$ cat src/rtl/tlb_multi_page.sv
module tlb_multi_page #(
  parameter int ENTRIES = 32,
  parameter int EA_W    = 32,
  parameter int ASID_W  = 4,
  parameter int GRP_W   = 4,
  localparam int IDX_W  = $clog2(ENTRIES),
  localparam int PN_W   = EA_W - 12
) (
  input  logic              clk,
  input  logic              rst_n,
  input  logic [EA_W-1:0]   lk_ea,
  input  logic [ASID_W-1:0] lk_asid,
  output logic              lk_hit,
  output logic [EA_W-1:0]   lk_pa,
  output logic [GRP_W-1:0]  lk_grp,
  input  logic              wr_en,
  input  logic [IDX_W-1:0]  wr_idx,
  input  logic [PN_W-1:0]   wr_pn,
  input  logic [PN_W-1:0]   wr_fn,
  input  logic [1:0]        wr_size,
  input  logic [ASID_W-1:0] wr_asid,
  input  logic              wr_global,
  input  logic [GRP_W-1:0]  wr_grp,
  input  logic              inv_all
);

  function automatic logic [PN_W-1:0] low_mask(input logic [1:0] sz);
    logic [PN_W-1:0] one;
    one = 1;
    case (sz)
      2'd0:    return '0;
      2'd1:    return (one << 2) - one;
      2'd2:    return (one << 7) - one;
      default: return (one << 11) - one;
    endcase
  endfunction

  logic [ENTRIES-1:0] v;
  logic [PN_W-1:0]    e_pn  [ENTRIES];
  logic [PN_W-1:0]    e_fn  [ENTRIES];
  logic [1:0]         e_sz  [ENTRIES];
  logic [ASID_W-1:0]  e_as  [ENTRIES];
  logic               e_gl  [ENTRIES];
  logic [GRP_W-1:0]   e_grp [ENTRIES];

  logic [PN_W-1:0]    msk   [ENTRIES];
  logic [ENTRIES-1:0] match;
  wire  [PN_W-1:0]    ea_pn = lk_ea[EA_W-1:12];

  always_ff @(posedge clk or negedge rst_n)
    if (!rst_n)      v <= '0;
    else if (inv_all) v <= '0;
    else if (wr_en)   v[wr_idx] <= 1'b1;

  always_ff @(posedge clk)
    if (wr_en && !inv_all) begin
      e_pn[wr_idx]  <= wr_pn;
      e_fn[wr_idx]  <= wr_fn;
      e_sz[wr_idx]  <= wr_size;
      e_as[wr_idx]  <= wr_asid;
      e_gl[wr_idx]  <= wr_global;
      e_grp[wr_idx] <= wr_grp;
    end

  for (genvar i = 0; i < ENTRIES; i++) begin : g_ent
    assign msk[i]   = low_mask(e_sz[i]);
    assign match[i] = v[i] && (e_gl[i] || e_as[i] == lk_asid)
                      && (((e_pn[i] ^ ea_pn) & ~msk[i]) == '0);
  end

  always_comb begin
    lk_hit = 1'b0;
    lk_pa  = '0;
    lk_grp = '0;
    for (int i = ENTRIES - 1; i >= 0; i--)
      if (match[i]) begin
        lk_hit = 1'b1;
        lk_pa  = {(e_fn[i] & ~msk[i]) | (ea_pn & msk[i]), lk_ea[11:0]};
        lk_grp = e_grp[i];
      end
  end

endmodule

$ cat config.mk
export PLATFORM = sky130hd
export DESIGN_NAME = tlb_multi_page
export DESIGN_NICKNAME = d
export VERILOG_FILES = /design/src/rtl/tlb_multi_page.sv
export SDC_FILE = /design/constraint.sdc
export NUM_CORES = 2
export LEC_CHECK = 0
export BUFFER_PORTS_ARGS = -buffer_cell sky130_fd_sc_hd__buf_2
export CORE_MARGIN = 2
export CORE_UTILIZATION = 35
export DETAILED_ROUTE_END_ITERATION = 12
export HOLD_SLACK_MARGIN = 0.03
export MAX_ROUTING_LAYER = met4
export SYNTH_ARGS = -nofsm -noshare
export SYNTH_HDL_FRONTEND = slang
export SYNTH_SLANG_ARGS = --single-unit
export TNS_END_PERCENT = 30
$ cat constraint.sdc
create_clock -name clk -period 5.8 [get_ports clk]
set_input_delay 1.16 -clock clk [delete_from_list [all_inputs] [get_ports clk]]
set_output_delay 1.16 -clock clk [all_outputs]
set_load 0.01 [all_outputs]
==> reports/metrics.cfg <==
[floorplan]
die_w_um = 462
die_height_um = 462
core_area_um2 = 209000
start_util = 0.352
fp-row-count = 168
die_area_um2 = 214000
boundaryPins = 133

[setup_path]
worstSetupPathType = in2out
path_max_fanout = 10
cp.required_ns = 4.64
start_kind = input port
crit_path_end_kind = primary output
worstPathArrival_ns = 4.64

[sta]
report.final.setup_viol = 0
setup_slack_ns = 0.00191
fin_skew_ns = 0
fin_crit_ns = 5.80
hold_viol = 0
fin_hold_ws_ns = 0.477
slew_headroom = 0.283
fmax_mhz = 172
setup-tns-final_ns = 0
rsz0062_at_grt = yes
slew_violations = 0
fin_crit_sh = 1.00
worst_pin_slew_ns = 1.08

[clock_network]
clkTransAtPathRegs_ns = 0.06
clockRootBuffer = clkbuf_16
cts_buffers = 168
cts_tree = yes
cts_max_path_buffers = 3
clk_latency_ns = 0.80
h-tree-depth = 4
hold_buffers = 0
cts_sinks = 1664

[power_and_ir_drop]
power_density_nw_per_um2 = 283
p_leak_nw = 30.1
worst_ir_drop_vdd_mv = 0.181

[logic_synthesis]
synth.mux.area_fraction = 0.0466
synth_area_leaders = edfxtp_1 (67%), xnor2_1 (6.6%), mux2i_1 (2.9%), xor2_1 (2.5%), mux2_2 (1.7%)
avgSynthCellArea_um2 = 14.5
ys_seq_elements = 1664
synth.distinct_cells = 97
ys_seq_area_frac = 0.677
synth_compound_area_frac = 0.0825
yosysTopAreaCell = edfxtp_1
synth_top_flop_cell = edfxtp_1
synth-simple-area-share = 0.0707
netlist_instances = 5080
synth.most_common_cell = edfxtp_1
synth-xor-area-share = 0.0918
synthArstFlopShare = 0.0192
synthAdderAreaFrac = 0
synth_edf_count = 1632
synth_area_um2 = 73500
synth_top_family_by_area = XOR/XNOR gates
synthTopCellsByCount = edfxtp_1 (1632), xnor2_1 (558), nand2_1 (280)
yosysWarnings = 0
synth_top_area_frac = 0.667
syn_nets = 5176

[routing]
via_count = 46100
dr.pass1.iters = 6
vias_per_cell = 5.32
ant_nets = 0
wire_per_inst_um = 25.4
wirelength_um = 220000
drtIter0Drc = 4868
remaining_drc_errors = 0

[finish]
drive_above_1_share = 0.238
stdcell_count = 8666
area_growth_pct = 20.4
finalNetCount = 5815
final_util = 0.423

[grt]
grt_max_degree = 52
antenna_found_initial = 16
grt_usage = 0.206
grt_pass1_vias = 45500
grt_pass1_wl_um = 318000
grt-ovfl-total = 0

[place]
place_ws_ns = -0.548
dpl.hpwl_um = 149000
portBuffers = 132
gp_congestion = 0.916
place_inst = 8333

[run_status]
status = finished, final reports clean

[run]
maxCapViolCount = 0

[min_path]
min_path_type = in2async

[routing by layer]
metal	up-vias	wire (um)	global-route usage
li1	20500	-	-
met1	23500	94300	0.275
met2	1745	104000	0.325
met3	357	14700	0.0316
met4	0	6840	0.0583
met5	-	0	-
[area by class of cell]
class / instances / area, um^2
fillers: 18800 / 121000
flip-flops and latches: 1664 / 49800
multi-input cells: 3005 / 22900
repair buffers: 781 / 6680
clock buffers: 220 / 4580
well taps: 2805 / 3510
clock inverters: 86 / 692
inverters: 99 / 375
diodes: 6 / 15.0
[sequential cells by signal, summed over array words and instances (netlist names)]
| name | count |
|---|---|
| e_pn | 640 |
| e_gl | 32 |
| v | 32 |
| e_sz | 64 |
| e_fn | 640 |
| e_as | 128 |
| e_grp | 128 |
[placed cells by master, fill, tap and decap left out, drive strengths merged, types with 13 or more instances in the layout]
master	n
xnor2	560
a2111oi	25
nand4	123
edfxtp	1632
or3	14
clkinv	74
o31ai	13
xor2	209
nor3	91
mux2i	216
nand2b	19
a221o	16
o22ai	51
nand3	97
o2111ai	13
o41ai	18
a21o	13
o221ai	43
dfrtp	32
a41oi	35
a211oi	26
o21ai	203
o211ai	30
a31oi	15
nor2	216
clkbuf	226
buf	775
nand2	282
a221oi	28
mux2	112
nand3b	16
nor2b	32
a21boi	13
inv	99
and2	15
a21oi	213
and3	37
o21a	29
nor4	45
[critical path, cell delays in order]
cell and delay, ns:
buf_2 0.11, buf_12 0.15, xnor2_4 0.16, nand4_1 0.10, buf_4 0.16, nor4_4 0.47
buf_12 0.19, nand3_2 0.07, buf_4 0.16, mux2_2 0.28, or2_2 0.27, a31oi_1 0.19
nor3_1 0.09, buf_4 0.15, o311ai_4 0.32, a211o_1 0.31, a21oi_1 0.12, buf_2 0.15
[per-stage QoR]
step,power (W),instance area (um^2)
CTS,0.0252,87400
detailed placement,0.0147,81600
floorplan,0.0141,73500
global route,0.0257,88500
finish,0.0251,88500
global placement,0.0147,81600
[report_power, final]
part / switching [W] / internal (W) / total, W
combinational: 0.000781 / 0.000390 / 0.00117
clock: 0.00463 / 0.00595 / 0.0106
sequential: 0.0000313 / 0.0133 / 0.0133
[worst paths after layout]
check | startpoint | end | slack (ns) | depth (start not counted)
min in group clk | v[3]$_DFFE_PN0P_ | v[3]$_DFFE_PN0P_ | 0.54 | 2
max | lk_ea[27] | lk_pa[13] | 0.002 | 18
min reg2reg | v[3]$_DFFE_PN0P_ | v[3]$_DFFE_PN0P_ | 0.54 | 2
max in group asynchronous | rst_n | v[3]$_DFFE_PN0P_ | 4.85 | 2
min | rst_n | v[22]$_DFFE_PN0P_ | 0.48 | 2
max reg2reg | v[16]$_DFFE_PN0P_ | v[16]$_DFFE_PN0P_ | 5.04 | 2
[cell families after synthesis]
group / count (synthesis)
AOI/OAI and AO/OA: 881
xor gates and xnor gates: 769
buffers and inverters: 411
DFF: 1664
muxes: 328
and+or+nand+nor: 1027
[repair_timing]
action / 4_1_cts / 5_1_grt
setup endpoints to repair: 37 / 37
cloned: 0 / 2
gates resized for setup: 102 / 184
setup buffers: 6 / 14
pin swaps: 22 / 64
(Power assumes the default switching activity.)
